`src/rtl/gw_pkg.sv`:
```
`timescale 1ns/1ps
package gw_pkg;

   // Where the symbol sequencer currently stands
   typedef enum logic [1:0] {
      PH_PASS   = 2'd0,   // input flows straight to output
      PH_REPLAY = 2'd1,   // stored head samples are sent again
      PH_TAIL   = 2'd2    // single closing sample after a frame
   } gw_phase_e;

   localparam int GW_LANES = 2;   // real and imaginary

endpackage

```
`src/rtl/gw_hold_buf.sv`:
```
`timescale 1ns/1ps
module gw_hold_buf #(
   parameter int DEPTH  = 16,
   parameter int DATA_W = 32,
   localparam int AW    = (DEPTH > 1) ? $clog2(DEPTH) : 1
) (
   input  logic              clk,
   input  logic              wr_en,
   input  logic [AW-1:0]     wr_addr,
   input  logic [DATA_W-1:0] wr_data,
   input  logic [AW-1:0]     rd_addr,
   output logic [DATA_W-1:0] rd_data
);

   generate
      if (DEPTH < 1) begin : g_bad_depth
         $error("gw_hold_buf: DEPTH must be at least 1");
      end
   endgenerate

   logic [DATA_W-1:0] mem [DEPTH];

   always_ff @(posedge clk) begin
      if (wr_en) mem[wr_addr] <= wr_data;
   end

   assign rd_data = mem[rd_addr];

endmodule

```
`src/rtl/gw_blend.sv`:
```
`timescale 1ns/1ps
module gw_blend import gw_pkg::*; #(
   parameter int SAMPLE_W = 16
) (
   input  logic [SAMPLE_W-1:0] a_re,
   input  logic [SAMPLE_W-1:0] a_im,
   input  logic [SAMPLE_W-1:0] b_re,
   input  logic [SAMPLE_W-1:0] b_im,
   output logic [SAMPLE_W-1:0] y_re,
   output logic [SAMPLE_W-1:0] y_im
);

   generate
      if (SAMPLE_W < 2) begin : g_bad_width
         $error("gw_blend: SAMPLE_W must be at least 2");
      end
   endgenerate

   logic [SAMPLE_W-1:0] lane_a [GW_LANES];
   logic [SAMPLE_W-1:0] lane_b [GW_LANES];
   logic [SAMPLE_W-1:0] lane_y [GW_LANES];

   assign lane_a[0] = a_re;
   assign lane_a[1] = a_im;
   assign lane_b[0] = b_re;
   assign lane_b[1] = b_im;

   // Sign-extended sum with one guard bit, then drop the LSB: floor halving
   for (genvar l = 0; l < GW_LANES; l++) begin : g_lane
      logic [SAMPLE_W:0] sum;
      always_comb begin
         sum       = {lane_a[l][SAMPLE_W-1], lane_a[l]} + {lane_b[l][SAMPLE_W-1], lane_b[l]};
         lane_y[l] = sum[SAMPLE_W:1];
      end
   end

   assign y_re = lane_y[0];
   assign y_im = lane_y[1];

endmodule

```
`src/rtl/gw_seq.sv`:
```
`timescale 1ns/1ps
module gw_seq import gw_pkg::*; #(
   parameter int SYM_LEN   = 64,
   parameter int GUARD_LEN = 16,
   localparam int TOTAL    = SYM_LEN + GUARD_LEN,
   localparam int CW       = $clog2(TOTAL)
) (
   input  logic          clk,
   input  logic          rst_n,
   input  logic          in_valid,
   input  logic          in_sos,
   input  logic          in_last,
   input  logic          out_ready,
   output logic [CW-1:0] cnt,
   output gw_phase_e     phase,
   output logic          in_ready,
   output logic          out_valid,
   output logic          fire,
   output logic          err_align
);

   generate
      if (GUARD_LEN < 1 || GUARD_LEN >= SYM_LEN) begin : g_bad_guard
         $error("gw_seq: GUARD_LEN must lie in 1..SYM_LEN-1");
      end
   endgenerate

   logic tail_q;
   logic last_q;
   logic at_end;
   logic at_head;
   logic pass_fire;

   assign phase     = tail_q ? PH_TAIL :
                      (cnt < CW'(SYM_LEN)) ? PH_PASS : PH_REPLAY;
   assign in_ready  = (phase == PH_PASS) && out_ready;
   assign out_valid = (phase == PH_PASS) ? in_valid : 1'b1;
   assign fire      = out_valid && out_ready;
   assign at_end    = (cnt == CW'(TOTAL - 1));
   assign at_head   = (cnt == '0);
   assign pass_fire = fire && (phase == PH_PASS);

   always_ff @(posedge clk) begin
      if (!rst_n) begin
         cnt       <= '0;
         tail_q    <= 1'b0;
         last_q    <= 1'b0;
         err_align <= 1'b0;
      end else if (fire) begin
         if (phase == PH_TAIL) begin
            tail_q <= 1'b0;
         end else begin
            if (at_end) begin
               cnt    <= '0;
               tail_q <= last_q;
            end else begin
               cnt <= cnt + 1'b1;
            end
            if (pass_fire && at_head) last_q <= in_last;
            if (pass_fire && (in_sos != at_head)) err_align <= 1'b1;
         end
      end
   end

endmodule

```
`src/rtl/ofdm_guard_window.sv`:
```
`timescale 1ns/1ps
module ofdm_guard_window import gw_pkg::*; #(
   parameter int SAMPLE_W  = 16,
   parameter int SYM_LEN   = 64,
   parameter int GUARD_LEN = 16
) (
   input  logic                clk,
   input  logic                rst_n,
   input  logic [SAMPLE_W-1:0] in_re,
   input  logic [SAMPLE_W-1:0] in_im,
   input  logic                in_valid,
   input  logic                in_sos,
   input  logic                in_last,
   output logic                in_ready,
   output logic [SAMPLE_W-1:0] out_re,
   output logic [SAMPLE_W-1:0] out_im,
   output logic                out_valid,
   input  logic                out_ready,
   output logic                err_align
);

   localparam int TOTAL = SYM_LEN + GUARD_LEN;
   localparam int CW    = $clog2(TOTAL);
   localparam int AW    = (GUARD_LEN > 1) ? $clog2(GUARD_LEN) : 1;
   localparam int PW    = 2 * SAMPLE_W;

   generate
      if (SAMPLE_W < 2) begin : g_bad_sample
         $error("ofdm_guard_window: SAMPLE_W must be at least 2");
      end
      if (GUARD_LEN < 1 || GUARD_LEN >= SYM_LEN) begin : g_bad_len
         $error("ofdm_guard_window: GUARD_LEN must lie in 1..SYM_LEN-1");
      end
   endgenerate

   logic [CW-1:0] cnt;
   gw_phase_e     phase;
   logic          fire;

   gw_seq #(.SYM_LEN(SYM_LEN), .GUARD_LEN(GUARD_LEN)) i_seq (
      .clk       (clk),
      .rst_n     (rst_n),
      .in_valid  (in_valid),
      .in_sos    (in_sos),
      .in_last   (in_last),
      .out_ready (out_ready),
      .cnt       (cnt),
      .phase     (phase),
      .in_ready  (in_ready),
      .out_valid (out_valid),
      .fire      (fire),
      .err_align (err_align)
   );

   // Head store: indices 0..GUARD_LEN-1 of the current symbol
   logic          pass_fire;
   logic          buf_we;
   logic [CW-1:0] rel_cnt;
   logic [AW-1:0] buf_raddr;
   logic [PW-1:0] buf_rdata;

   assign pass_fire = fire && (phase == PH_PASS);
   assign buf_we    = pass_fire && (cnt < CW'(GUARD_LEN));
   assign rel_cnt   = cnt - CW'(SYM_LEN);
   assign buf_raddr = rel_cnt[AW-1:0];

   gw_hold_buf #(.DEPTH(GUARD_LEN), .DATA_W(PW)) i_buf (
      .clk     (clk),
      .wr_en   (buf_we),
      .wr_addr (cnt[AW-1:0]),
      .wr_data ({in_re, in_im}),
      .rd_addr (buf_raddr),
      .rd_data (buf_rdata)
   );

   // Edge term: index GUARD_LEN sample of the latest symbol, zero at frame start
   logic [SAMPLE_W-1:0] edge_re;
   logic [SAMPLE_W-1:0] edge_im;

   always_ff @(posedge clk) begin
      if (!rst_n) begin
         edge_re <= '0;
         edge_im <= '0;
      end else if (fire && (phase == PH_TAIL)) begin
         edge_re <= '0;
         edge_im <= '0;
      end else if (pass_fire && (cnt == CW'(GUARD_LEN))) begin
         edge_re <= in_re;
         edge_im <= in_im;
      end
   end

   logic [SAMPLE_W-1:0] mix_a_re;
   logic [SAMPLE_W-1:0] mix_a_im;
   logic [SAMPLE_W-1:0] mix_re;
   logic [SAMPLE_W-1:0] mix_im;

   assign mix_a_re = (phase == PH_TAIL) ? '0 : in_re;
   assign mix_a_im = (phase == PH_TAIL) ? '0 : in_im;

   gw_blend #(.SAMPLE_W(SAMPLE_W)) i_blend (
      .a_re (mix_a_re),
      .a_im (mix_a_im),
      .b_re (edge_re),
      .b_im (edge_im),
      .y_re (mix_re),
      .y_im (mix_im)
   );

   always_comb begin
      unique case (phase)
         PH_PASS: begin
            if (cnt == '0) begin
               out_re = mix_re;
               out_im = mix_im;
            end else begin
               out_re = in_re;
               out_im = in_im;
            end
         end
         PH_REPLAY: begin
            out_re = buf_rdata[PW-1:SAMPLE_W];
            out_im = buf_rdata[SAMPLE_W-1:0];
         end
         default: begin
            out_re = mix_re;
            out_im = mix_im;
         end
      endcase
   end

endmodule

```
`config.mk`:
```
export PLATFORM = sky130hd
export DESIGN_NAME = ofdm_guard_window
export DESIGN_NICKNAME = d
export VERILOG_FILES = /design/src/rtl/gw_pkg.sv /design/src/rtl/gw_hold_buf.sv /design/src/rtl/gw_blend.sv /design/src/rtl/gw_seq.sv /design/src/rtl/ofdm_guard_window.sv
export SDC_FILE = /design/constraint.sdc
export NUM_CORES = 1
export LEC_CHECK = 0
export BUFFER_PORTS_ARGS = -buffer_cell sky130_fd_sc_hd__buf_2
export CORE_AREA = 3 3 283 285
export DETAILED_ROUTE_END_ITERATION = 8
export DIE_AREA = 0 0 286 288
export PLACE_DENSITY = 0.43
export SLEW_MARGIN = 20
export SYNTH_ARGS = -nofsm -noshare
export SYNTH_HDL_FRONTEND = slang
export SYNTH_SLANG_ARGS = --single-unit
```
`constraint.sdc`:
```
create_clock -name clk -period 4.5 [get_ports clk]
set_input_delay 0.45 -clock clk [delete_from_list [all_inputs] [get_ports clk]]
set_output_delay 0.45 -clock clk [all_outputs]
set_load 0.02 [all_outputs]
```
==> run summary <==
Reg2reg path depth - 7
Syn Nets - 1405
Fillers - 7463
Pwr dens - 418 mW/mm^2
Area delta synth->final - 17.3%
Comb power frac - 0.067
Ports - 73
Synth top cells by count - 512 x edfxtp_1, 125 x mux4_2, 94 x nand2_1
Die W - 286 um
Post-synth EDFFs - 512
Cell depth of the worst hold path - 1
Max_slew headroom - 0.354
Initial Util - 0.301
Top-area cell type share of the netlist area - 0.659
Routed WL per cell - 26.5 um
Die outline height - 288 um
Primary FF master, synth - edfxtp_1
Clock Tree Root - clkbuf_16
DRT iter0 DRCs - 1104
Layout cells sized above 1 - 0.254
Worst-path maximum fanout - 20
Vias post-DR - 12800
Yosys warning count - 0
Synth unique cells - 56
Setup crit start kind - flip-flop
Final std cells w/o fill - 2555
R2r startpoint - i_seq.tail_q
Max-slew violations - 0
Area of the multi-input gates - 0.00677 sq mm
Worst skew pair latency - 640 ps
Clk sink count - 558
Worst hold endpoint - i_buf.mem[9][4]
R2R Setup Slk - 1110 ps
Port bufs - 72
1st-pass router iterations - 6
Vias in the first global route - 13400
Final Total Pwr - 11.4 mW
Detailed route wirelength on metal2 - 31.7 mm
DR DRC count - 0
ANT nets after route - 0
Mean cell area of the mapped netlist - 17.5 sq um
Reg area - 0.0163 sq mm
Gr usage total - 0.165
Dominant cell by count in the synthesized netlist - edfxtp_1
Sequential power share - 0.499
Worst-margin pin slew - 967 ps
Initial antenna violation count - 7
Status - finished clean
Post-Syn Area - 0.0233 sq mm
#FFs+latches synth - 558
Post-CTS setup buffers - 0
Total Nets Final - 1533
Peak Freq - 233 MHz
Switching share of power - 0.224
Row cnt - 102
Register area share after synthesis - 0.699
Grt ovf - 0
Placed cell count - 2436
Crit path kind - reg -> out
Placer Congestion - 0.807
Fin crit share - 0.955
Vias per cell - 5.00
Core area - 0.0776 sq mm
Post-synth top area cell - edfxtp_1
Pin count of the biggest net entering global routing - 53
Max VDD drop - 0.316 mV
CP Data Required Time - 4050 ps
Clock Skew - 24.0 ps
Die area - 0.0824 sq mm
Terminus of the critical flop-to-flop path - i_buf.mem[7][6]
Clk slew on worst S/H paths - 60 ps
Hpwl dp - 40.6 mm
Longest Clk Path Bufs - 3
Int Pwr - 8.87 mW
Post-route design area - 0.0274 sq mm
CTS Buf Count - 61
NetSw - 2.56 mW
Async S/R FF share, synth - 0
Syn Inst Count - 1331
Minimum clock period - 4300 ps
Final setup vio count - 0
First-pass GRT wire length - 97.3 mm
Routed wire length - 67.7 mm
Clock power share - 0.434
Max-Cap Viols - 0
Metal3 WL - 3.56 mm
HP Start - in_im[4]
Arrival time worst endpoint - 3850 ps
DRT met1 WL - 31.3 mm
Crit end category - output port
Post-DP Area - 0.0254 sq mm
Min-Delay Path Class - in -> reg
Final setup TNS - 0 ps
TritonCTS clock tree - done
Hold Vio Cnt, Final - 0
Leak - 8.68 nW
Max layer used - met5
CTS H-tree lvls - 2
Largest cells by area after synthesis - edfxtp_1 66%, mux4_2 12%, dfxtp_1 3.9%
RSZ-0062 raised after global routing - false
[cells by family (layout without fill, tap and decap cells)]
group                      count (synthesis)  count (layout)  share of synthesized area
AOI/OAI and AO/OA                        205             205                     0.0577
xor gates and xnor gates                  32              32                     0.0120
adders and majority gates                 36              36                     0.0200
buffers and inverters                     80             261                     0.0169
DFF                                      558             558                      0.699
muxes                                    179             179                      0.144
other                                      0               3                          0
and+or+nand+nor                          241             241                     0.0505
[cell usage in the layout (no fill, tap or decap), types with 10 or more instances in the layout]
cell type,instances
nor2_4,13
nand3_1,11
a211oi_1,17
mux4_2,125
o21ai_0,25
edfxtp_1,512
buf_4,56
nor2_1,26
buf_2,72
xor2_1,10
clkbuf_16,61
ha_1,34
nor2b_1,46
dfxtp_1,42
mux2i_1,49
a21o_1,17
nand2_1,94
a21oi_1,61
xnor2_1,22
clkinv_2,13
clkbuf_1,16
[per-layer routing]
metal	GRT usage	vias up
met5	0	-
met3	0.0314	76
met2	0.263	293
met1	0.234	6784
li1	-	5627
met4	0.0335	2
[power by group through the flow]
stage / logic [mW] / registers (mW) / clock network (mW)
after floorplan: 0.462 / 5.81 / 0
after global placement: 0.776 / 5.82 / 0
after detailed placement: 0.778 / 5.82 / 0
after CTS: 0.780 / 5.71 / 5.11
after global routing: 0.824 / 5.71 / 5.31
final: 0.761 / 5.71 / 4.97
[through the flow]
stage | setup slack [ps] | utilization | hold slack [ps]
floorplan | 46.1 | - | 428
global placement | 879 | 0.327 | 435
detailed placement | 866 | 0.327 | 442
CTS | 169 | 0.352 | 44.1
global route | 20.4 | 0.352 | 58.8
finish | 202 | 0.352 | 87.8
[worst max-delay path, stage by stage, from the launching register on]
cell	delay [ps]
dfxtp_2	550
buf_4	360
nor2b_1	100
ha_1	360
a21o_1	200
a311oi_1	440
o31ai_2	200
nand3_1	190
nand2_1	90
xnor2_1	150
o21ai_0	320
buf_2	240
[state kept, by name (all words and copies together), names as in the netlist, named ones only]
signal / flops
edge_re: 16
i_seq.tail_q: 1
i_seq.err_align: 1
edge_im: 16
i_buf.mem: 512
i_seq.cnt: 7
i_seq.last_q: 1
[what timing repair did]
| action | 4_1_cts | 5_1_grt |
|---|---|---|
| hold buffers | 0 | 0 |
| endpoints found under the setup margin | 0 | 2 |
| gates resized for setup | 0 | 1 |
[worst max-delay path by stage]
stage	start	to	slack (ps)	cells after the start
5_1_grt	i_seq.tail_q	out_re[10]	20	11
4_1_cts	i_seq.tail_q	out_re[14]	170	11
6_report	i_seq.tail_q	out_re[10]	200	11
3_3_place_gp	i_seq.tail_q	out_re[14]	880	11
3_5_place_dp	i_seq.tail_q	out_re[14]	870	11
2_1_floorplan	out_ready	i_buf.mem[2][0]	50	5
[layout make-up]
type / instances / share of cell area
clock buffer: 80 / 0.0595
clock inverter: 36 / 0.0132
sequential: 558 / 0.596
tap: 1040 / 0.0476
antenna: 3 / 0.000274
inverter: 9 / 0.00124
timing repair buffer: 136 / 0.0344
multi-input combinational: 693 / 0.248
No activity file was read; power rests on OpenSTA's default activity.
